[config.mk]
export PLATFORM = sky130hd
export DESIGN_NAME = bf_burst_framer
export DESIGN_NICKNAME = d
export VERILOG_FILES = /design/src/rtl/bf_pkg.sv /design/src/rtl/bf_cfg_latch.sv /design/src/rtl/bf_seq.sv /design/src/rtl/bf_burst_framer.sv
export SDC_FILE = /design/constraint.sdc
export NUM_CORES = 1
export LEC_CHECK = 0
export ABC_AREA = 1
export CORE_ASPECT_RATIO = 0.75
export CORE_UTILIZATION = 54
export CTS_CLUSTER_SIZE = 25
export DETAILED_ROUTE_END_ITERATION = 16
export PLACE_DENSITY = 0.85
export RECOVER_POWER = 100
export SKIP_LAST_GASP = 1
export SLEW_MARGIN = 20
export SYNTH_ARGS = -nofsm -noshare
export SYNTH_HDL_FRONTEND = slang
export SYNTH_SLANG_ARGS = --single-unit
[constraint.sdc]
create_clock -name clk -period 5.8 [get_ports clk]
set_input_delay 1.16 -clock clk [delete_from_list [all_inputs] [get_ports clk]]
set_output_delay 1.16 -clock clk [all_outputs]
set_load 0.02 [all_outputs]
[src/rtl/bf_pkg.sv]
// Package: shared constants and phase type for the burst framer.
// Assumes 16-bit link words.
package bf_pkg;
    localparam int WORD_W = 16;
    localparam logic [WORD_W-1:0] SYNC_A = 16'hF872;
    localparam logic [WORD_W-1:0] SYNC_B = 16'h4E1F;
    localparam int PREAMBLE_WORDS = 4;

    typedef enum logic [2:0] {
        PH_SYNC_A,
        PH_SYNC_B,
        PH_INFO,
        PH_LEN,
        PH_PAY,
        PH_PAD
    } phase_t;
endpackage

[src/rtl/bf_cfg_latch.sv]
// Module: captures the burst configuration when a burst starts and derives
// the payload word count and the effective burst length.
// Assumes load pulses only on acceptance of the first sync word.
module bf_cfg_latch #(
    parameter int W     = 16,
    parameter int CNT_W = 16,
    localparam int LW   = CNT_W + 1
) (
    input  logic          clk,
    input  logic          rst_n,
    input  logic          load,
    input  logic [W-1:0]  info_in,
    input  logic [W-1:0]  len_in,
    input  logic [CNT_W-1:0] period_in,
    output logic [W-1:0]  info_q,
    output logic [W-1:0]  len_q,
    output logic [LW-1:0] pay_words,
    output logic [LW-1:0] burst_len
);
    logic [CNT_W-1:0] period_q;
    logic [LW-1:0]    min_len;

    // Hold the configuration for the duration of one burst.
    always_ff @(posedge clk) begin
        if (!rst_n) begin
            info_q   <= '0;
            len_q    <= '0;
            period_q <= CNT_W'(bf_pkg::PREAMBLE_WORDS);
        end else if (load) begin
            info_q   <= info_in;
            len_q    <= len_in;
            period_q <= period_in;
        end
    end

    // Round the bit length up to whole words, and never let the burst end inside the payload.
    always_comb begin
        pay_words = LW'((({1'b0, len_q}) + (W + 1)'(W - 1)) / (W + 1)'(W));
        min_len   = pay_words + LW'(bf_pkg::PREAMBLE_WORDS);
        burst_len = ({1'b0, period_q} > min_len) ? {1'b0, period_q} : min_len;
    end
endmodule

[src/rtl/bf_seq.sv]
// Module: word-position counter within a burst. Decodes the phase and
// flags burst completion.
// Assumes burst_len >= 4 and stable once the position passes the sync words.
module bf_seq #(
    parameter int CNT_W = 16,
    localparam int LW   = CNT_W + 1
) (
    input  logic          clk,
    input  logic          rst_n,
    input  logic          adv,
    input  logic [LW-1:0] pay_words,
    input  logic [LW-1:0] burst_len,
    output logic [LW-1:0] pos,
    output bf_pkg::phase_t phase,
    output logic          done
);
    import bf_pkg::*;

    logic last;

    // Map the position onto preamble, payload or padding.
    always_comb begin
        if (pos == LW'(0))      phase = PH_SYNC_A;
        else if (pos == LW'(1)) phase = PH_SYNC_B;
        else if (pos == LW'(2)) phase = PH_INFO;
        else if (pos == LW'(3)) phase = PH_LEN;
        else if (pos < pay_words + LW'(PREAMBLE_WORDS)) phase = PH_PAY;
        else                    phase = PH_PAD;
        last = (pos == burst_len - LW'(1));
    end

    // Step the position on each accepted word and wrap at the end of the burst.
    always_ff @(posedge clk) begin
        if (!rst_n) begin
            pos  <= '0;
            done <= 1'b0;
        end else begin
            done <= adv && last;
            if (adv) pos <= last ? '0 : pos + LW'(1);
        end
    end

    AST_POS_IN_BURST: assert property (@(posedge clk) disable iff (!rst_n)
        (pos >= LW'(3)) |-> (pos < burst_len));
    AST_HOLD_WHEN_IDLE: assert property (@(posedge clk) disable iff (!rst_n)
        !adv |=> $stable(pos));
endmodule

[src/rtl/bf_burst_framer.sv]
// Module: top of the burst framer. Selects the link word for the current
// phase and applies the valid/ready rules on both sides.
// Assumes stream data is LSB-justified in s_data.
module bf_burst_framer #(
    parameter int IN_W  = 32,
    parameter int CNT_W = 16,
    localparam int W    = bf_pkg::WORD_W,
    localparam int LW   = CNT_W + 1
) (
    input  logic             clk,
    input  logic             rst_n,
    input  logic [W-1:0]     cfg_info,
    input  logic [W-1:0]     cfg_len_bits,
    input  logic [CNT_W-1:0] cfg_period,
    input  logic             s_valid,
    input  logic [IN_W-1:0]  s_data,
    output logic             s_ready,
    output logic             m_valid,
    output logic [W-1:0]     m_word,
    input  logic             m_ready,
    output logic             burst_done
);
    import bf_pkg::*;

    logic [W-1:0]  info_q, len_q;
    logic [LW-1:0] pay_words, burst_len, pos;
    phase_t        phase;
    logic          adv, load;

    bf_cfg_latch #(.W(W), .CNT_W(CNT_W)) u_cfg (
        .clk(clk), .rst_n(rst_n), .load(load),
        .info_in(cfg_info), .len_in(cfg_len_bits), .period_in(cfg_period),
        .info_q(info_q), .len_q(len_q),
        .pay_words(pay_words), .burst_len(burst_len)
    );

    bf_seq #(.CNT_W(CNT_W)) u_seq (
        .clk(clk), .rst_n(rst_n), .adv(adv),
        .pay_words(pay_words), .burst_len(burst_len),
        .pos(pos), .phase(phase), .done(burst_done)
    );

    // Choose the outgoing word and the handshake for the current phase.
    always_comb begin
        m_valid = 1'b1;
        case (phase)
            PH_SYNC_A: m_word = SYNC_A;
            PH_SYNC_B: m_word = SYNC_B;
            PH_INFO:   m_word = info_q;
            PH_LEN:    m_word = len_q;
            PH_PAY: begin
                m_word  = s_data[W-1:0];
                m_valid = s_valid;
            end
            default:   m_word = '0;
        endcase
        s_ready = (phase == PH_PAY) && m_ready;
        adv     = m_valid && m_ready;
        load    = adv && (phase == PH_SYNC_A);
    end

    AST_PAYLOAD_PASSTHRU: assert property (@(posedge clk) disable iff (!rst_n)
        (s_valid && s_ready) |-> (m_word == s_data[W-1:0]));
    AST_PAD_IS_ZERO: assert property (@(posedge clk) disable iff (!rst_n)
        (m_valid && pos >= LW'(4) && pos >= pay_words + LW'(4)) |-> (m_word == '0));
    AST_DONE_AT_WRAP: assert property (@(posedge clk) disable iff (!rst_n)
        burst_done |-> (pos == '0 && $past(m_valid && m_ready)));
    AST_CFG_HELD: assert property (@(posedge clk) disable iff (!rst_n)
        (pos >= LW'(2)) |-> ($stable(info_q) && $stable(len_q)));
    AST_FIRST_IS_SYNC: assert property (@(posedge clk) disable iff (!rst_n)
        (pos == '0) |-> (m_valid && m_word == SYNC_A));
endmodule

**Word level (Yosys, flattened, before mapping)**

Cells that the tools add are included.

- Equal/unequal tests: 8
- Reductions and logical operators: 6
- Muxes and demuxes: 9
- Magnitude comparators: 2
- Add/sub/neg operators: 4

Operators with widths:

| kind | count |
|---|---|
| 16-bit case mux with 5 select lines | 1 |
| 17-bit by 2-bit == test with 1-bit output, second input constant | 2 |
| 17-bit two-way mux | 2 |
| 16-bit by 4-bit adder with 17-bit output, second input constant | 1 |
| 17-bit by 1-bit adder with 17-bit output, second input constant | 1 |
| 17-bit by 1-bit == test with 1-bit output, second input constant | 1 |
| 17-bit == test | 1 |
| 16-bit by 17-bit greater-than comparator with 1-bit output | 1 |
| 17-bit zero test | 1 |
| 17-bit < comparator | 1 |
| 17-bit by 1-bit subtractor with 17-bit output, second input constant | 1 |
| 13-bit by 3-bit adder with 14-bit output, second input constant | 1 |
| 3-bit two-way mux | 4 |
| 3-bit by 2-bit == test with 1-bit output, second input constant | 2 |
| 1-bit logical AND | 4 |
| 3-bit by 1-bit == test with 1-bit output, second input constant | 1 |
| 3-bit == test, second input constant | 1 |
| 3-bit zero test | 1 |
| 1-bit two-way mux | 2 |

- Input port bits: 84
- Output and inout port bits: 19
- Logic and storage cells: 34
- Bits in registers: 66

**Depth between registers and ports, before layout**

- Depth in word-level cells: 12
- Mapped depth: 41

**Cells and area by module**

Synthesis repeated with hierarchy kept, for this count alone.

- Cell total of the unflattened synthesis: 926
- Area, all modules: 5864.4 µm²

By module, submodules not included:

| module | instances | area an instance (µm²) | cells an instance |
|---|---|---|---|
| bf_cfg_latch | 1 | 2788.9 | 413 |
| bf_seq | 1 | 2398.6 | 383 |
| bf_burst_framer | 1 | 676.9 | 130 |

**Worst setup path after synthesis**

OpenSTA, ideal clock, no wires.

- Path kind: register to output
- Start: reg u_cfg.len_q[0]
- End: out m_word[3]
- Stages on the path, launching flop included: 28
- Data required time: 4.640 ns
- Data arrival time: 3.925 ns
- Slack: 0.715 ns
- Cells stage by stage: dfxtp_1 -> nor2_2 -> nand2_2 -> nand3_2 -> nand2_1 -> inv_1 -> ha_1 -> nand3_2 -> nor2_4 -> xor2_1 -> inv_1 -> ha_1 -> nand2_1 -> inv_1 -> o21ai_0 -> nand2_1 -> o211ai_1 -> nand2_1 -> o21ai_0 -> nand3_1 -> a21boi_0 -> inv_1 -> nand2_1 -> clkinv_1 -> o21ai_0 -> nor2_1 -> a211oi_1 -> o21ai_0

- Word-level cells in the longest chain between the ends: 10
- Elaborated cells between the ends (all ways): 14

Ends and longest elaborated chain:

| element | RTL line | source |
|---|---|---|
| start: declaration | bf_cfg_latch.sv:16 | `output logic [W-1:0] len_q,` |
| start signal: assignment | bf_cfg_latch.sv:31 | `len_q <= len_in;` |
| 16-bit by 4-bit adder with 17-bit output * | bf_cfg_latch.sv:38 | `pay_words = LW'((({1'b0, len_q}) + (W + 1)'(W - 1)) / (W + 1)'(W));` |
| 13-bit by 3-bit adder with 14-bit output * | bf_seq.sv:27 | `else if (pos < pay_words + LW'(PREAMBLE_WORDS)) phase = PH_PAY;` |
| 17-bit < comparator * | bf_seq.sv:27 |  |
| 1-bit two-way mux * | bf_seq.sv:27 |  |
| 3-bit two-way mux * | bf_seq.sv:26 | `else if (pos == LW'(3)) phase = PH_LEN;` |
| 3-bit two-way mux * | bf_seq.sv:25 | `else if (pos == LW'(2)) phase = PH_INFO;` |
| 3-bit two-way mux * | bf_seq.sv:24 | `else if (pos == LW'(1)) phase = PH_SYNC_B;` |
| 3-bit two-way mux * | bf_seq.sv:23 | `if (pos == LW'(0)) phase = PH_SYNC_A;` |
| 3-bit == test, or another cell as far along | bf_burst_framer.sv:46 | `case (phase)` |
| 16-bit case mux with 5 select lines * | bf_burst_framer.sv:46 |  |
| end: declaration | bf_burst_framer.sv:19 | `output logic [W-1:0] m_word,` |

Mark *: on every way between the ends. The rest lies on a longest branch, timed or not.

**Final worst setup path**

- Start: reg u_cfg.len_q[2]
- End: out m_word[2]

- Word-level cells in the longest chain between the ends: 10
- Elaborated cells between the ends (all ways): 14

Ends and longest elaborated chain:

| element | RTL line |
|---|---|
| 16-bit by 4-bit adder with 17-bit output | bf_cfg_latch.sv:38 |
| 13-bit by 3-bit adder with 14-bit output | bf_seq.sv:27 |
| 17-bit < comparator | bf_seq.sv:27 |
| 1-bit two-way mux | bf_seq.sv:27 |
| 3-bit two-way mux | bf_seq.sv:26 |
| 3-bit two-way mux | bf_seq.sv:25 |
| 3-bit two-way mux | bf_seq.sv:24 |
| 3-bit two-way mux | bf_seq.sv:23 |
| 3-bit == test, or another cell as far along | bf_burst_framer.sv:46 |
| 16-bit case mux with 5 select lines * | bf_burst_framer.sv:46 |

Marks and branches as above.

==> impl_metrics.env <==
export IMPL_outcome="finished, final reports clean"
export IMPL_synthesis_area_mm2=0.00566
export IMPL_whs_ps=465
export IMPL_hold_viol_final=0
export IMPL_synth_top_area_frac=0.233
export IMPL_cts_buffer_depth=2
export IMPL_avgSynthCellArea_um2=6.25
export IMPL_required_ps=4640
export IMPL_antenna_found_initial=0
export IMPL_finalCritPeriodShare=0.967
export IMPL_yosysTopAreaCell="dfxtp_1"
export IMPL_ys_warn_count=0
export IMPL_grt_pass1_vias=5957
export IMPL_port_buffer_count=86
export IMPL_cts_tree="yes"
export IMPL_clk_latency_ps=340
export IMPL_dp_slack_ps=-16.2
export IMPL_worstPathArrival_ps=4450
export IMPL_overflow=0
export IMPL_floorplan_die_area_mm2=0.0109
export IMPL_power_uw=2440
export IMPL_ys_types=48
export IMPL_vdd_drop_max_mv=0.240
export IMPL_io_pins=103
export IMPL_crit_top_cell="nand2_1"
export IMPL_rsz0062_at_grt="yes"
export IMPL_setup_viol=0
export IMPL_leakagePower_uw=0.00327
export IMPL_power_per_cell_area_mw_per_mm2=347
export IMPL_seq_area_frac_synth=0.233
export IMPL_post_route_drc_count=0
export IMPL_routed_via_density=5.49
export IMPL_dp_hpwl_mm=13.4
export IMPL_h_tree_depth=3
export IMPL_root_buffer="clkbuf_16"
export IMPL_gr_usage_all_layers=0.332
export IMPL_gp_congestion=0.942
export IMPL_fmax_mhz=178
export IMPL_min_period_ps=5610
export IMPL_vias=6224
export IMPL_criticalPathCategory="reg -> out"
export IMPL_synth_seq_cells=66
export IMPL_die_h_um=90.7
export IMPL_yosys_top_cells_area="dfxtp_1 (23%), nand2_1 (14%), nor2_1 (8.6%), inv_1 (8.2%), a211oi_1 (6.8%)"
export IMPL_setup_tns_final_ps=0
export IMPL_ys_flop_type="dfxtp_1"
export IMPL_worst_pin_slew_ps=727
export IMPL_core_rowCount=31
export IMPL_cp_slowest_stage_delay_ps=370
export IMPL_initial_utilization=0.570
export IMPL_core_mm2=0.00993
export IMPL_drtIter0Drc=604
export IMPL_async_reset_ff_frac=0
export IMPL_maxSlewViolCount=0
export IMPL_clk_pin_slew_ps=60
export IMPL_final_setup_worst_slack_ps=191
export IMPL_finClkSkew_ps=8.28
export IMPL_maxSlewHeadroom=0.511
export IMPL_start_kind="flop"
export IMPL_grt_pass1_wl_mm=28.6
export IMPL_maxCapViolations=0
export IMPL_ant_nets=0
export IMPL_area_growth_pct=24.2
export IMPL_grt_max_degree=88
export IMPL_layout_drive_gt1_share=0.130
export IMPL_cts_buffers=9
export IMPL_end_kind="output pin"
export IMPL_cts_sinks=66
export IMPL_netlist_instances=906
export IMPL_wl_per_cell_um=15.3
export IMPL_die_w_um=120
export IMPL_dr_pass1_iters=5
export IMPL_cp_max_fo=5
export IMPL_nNetsFinal=1111
export IMPL_antenna_cells=0
export IMPL_drt_wl_total_mm=17.3
export IMPL_hold_path_class="reg -> reg"
export IMPL_synth_edff_count=0
export IMPL_cp_slowest_cell="xnor2_1"
Yosys cell counts, types with 7 or more instances:
cell type    n
nand2_2     30
a21oi_1     13
ha_1        30
inv_1      124
xor2_1      15
o21ai_0     25
nor2_2       8
nand3_1     76
dfxtp_1     66
clkbuf_1    20
nor2_1     129
a211oi_1    51
nand2_1    207
o2111ai_1    7
nand4_1     17
inv_2       19
placed cells by master, fill, tap and decap left out, drive strengths merged, types with 3 or more instances in the layout:
cell / n
a211oi: 51
a21oi: 14
buf: 18
clkbuf: 18
clkdlybuf4s50: 69
dfxtp: 66
dlygate4sd2: 8
ha: 30
inv: 144
nand2: 243
nand3: 82
nand3b: 3
nand4: 17
nor2: 143
nor3: 7
nor4: 5
o2111ai: 7
o211ai: 3
o21ai: 28
xnor2: 6
xor2: 15
cells by family after synthesis:
logic type	synth area share
simple gates	0.412
compound gates	0.137
other cells	0.000662
flops	0.233
fa+ha+maj	0.0663
xor+xnor	0.0325
buf+inv	0.118
worst max-delay path, delay by kind of cell (launching register included):
kind / cells / cell delay, ps
XOR/XNOR: 1 / 370
adder cells (fa/ha/maj): 2 / 520
flip-flops: 1 / 310
AND/OR/NAND/NOR: 11 / 1170
AO/OA/AOI/OAI: 6 / 960
buffers and inverters: 7 / 770
worst paths after layout:
check | slack [ps] | start | cells past startpoint | to
max reg2reg | 430 | u_cfg.len_q[2]$_SDFFE_PN0P_ | 38 | u_seq.pos[16]$_SDFFE_PN0P_
min | 460 | u_cfg.info_q[5]$_SDFFE_PN0P_ | 2 | u_cfg.info_q[5]$_SDFFE_PN0P_
min reg2reg | 460 | u_cfg.info_q[5]$_SDFFE_PN0P_ | 2 | u_cfg.info_q[5]$_SDFFE_PN0P_
max | 190 | u_cfg.len_q[2]$_SDFFE_PN0P_ | 27 | m_word[2]
cell type report:
class / instances / area [um2]
repair buffers: 103 / 966
inverters: 145 / 544
well taps: 132 / 165
clock inverters: 3 / 46.3
fillers: 858 / 2900
clock buffers: 13 / 260
flip-flops and latches: 66 / 1320
multi-input cells: 672 / 3730
repair_timing:
action / in CTS / in global routing
buffers inserted: 0 / 2
pin swaps: 0 / 5
hold buffers: 0 / 0
resized for setup: 19 / 32
gates cloned: 0 / 0
endpoints found under the setup margin: 16 / 32
through the flow:
stage | std cells | util | area [um2]
5_1_grt | 1134 | 0.708 | 7030
3_3_place_gp | 1116 | 0.674 | 6690
6_report | 1134 | 0.708 | 7030
3_5_place_dp | 1116 | 0.674 | 6690
4_1_cts | 1132 | 0.704 | 6990
2_1_floorplan | 907 | - | 5670
registers in the layout, indices dropped and copies added (netlist names):
register	count
u_cfg.len_q	16
u_seq.pos	17
u_cfg.info_q	16
u_cfg.period_q	16
u_seq.done	1
report_power, final:
part,leakage [uW],total [uW],switching (uW),internal (uW)
combinational,0.00258,1300,852,452
sequential,0.000543,570,54.1,516
clock,0.000146,567,209,358
total,0.00327,2440,1120,1330
metal layers:
metal | routed length [um] | global-route usage | share of wire
met2 | 7310 | 0.505 | 0.42
met4 | 333 | 0.0967 | 0.019
met5 | 0 | 0 | 0
met1 | 7820 | 0.457 | 0.45
met3 | 1880 | 0.0859 | 0.11
Note: power is estimated with default switching activity, not from simulation.
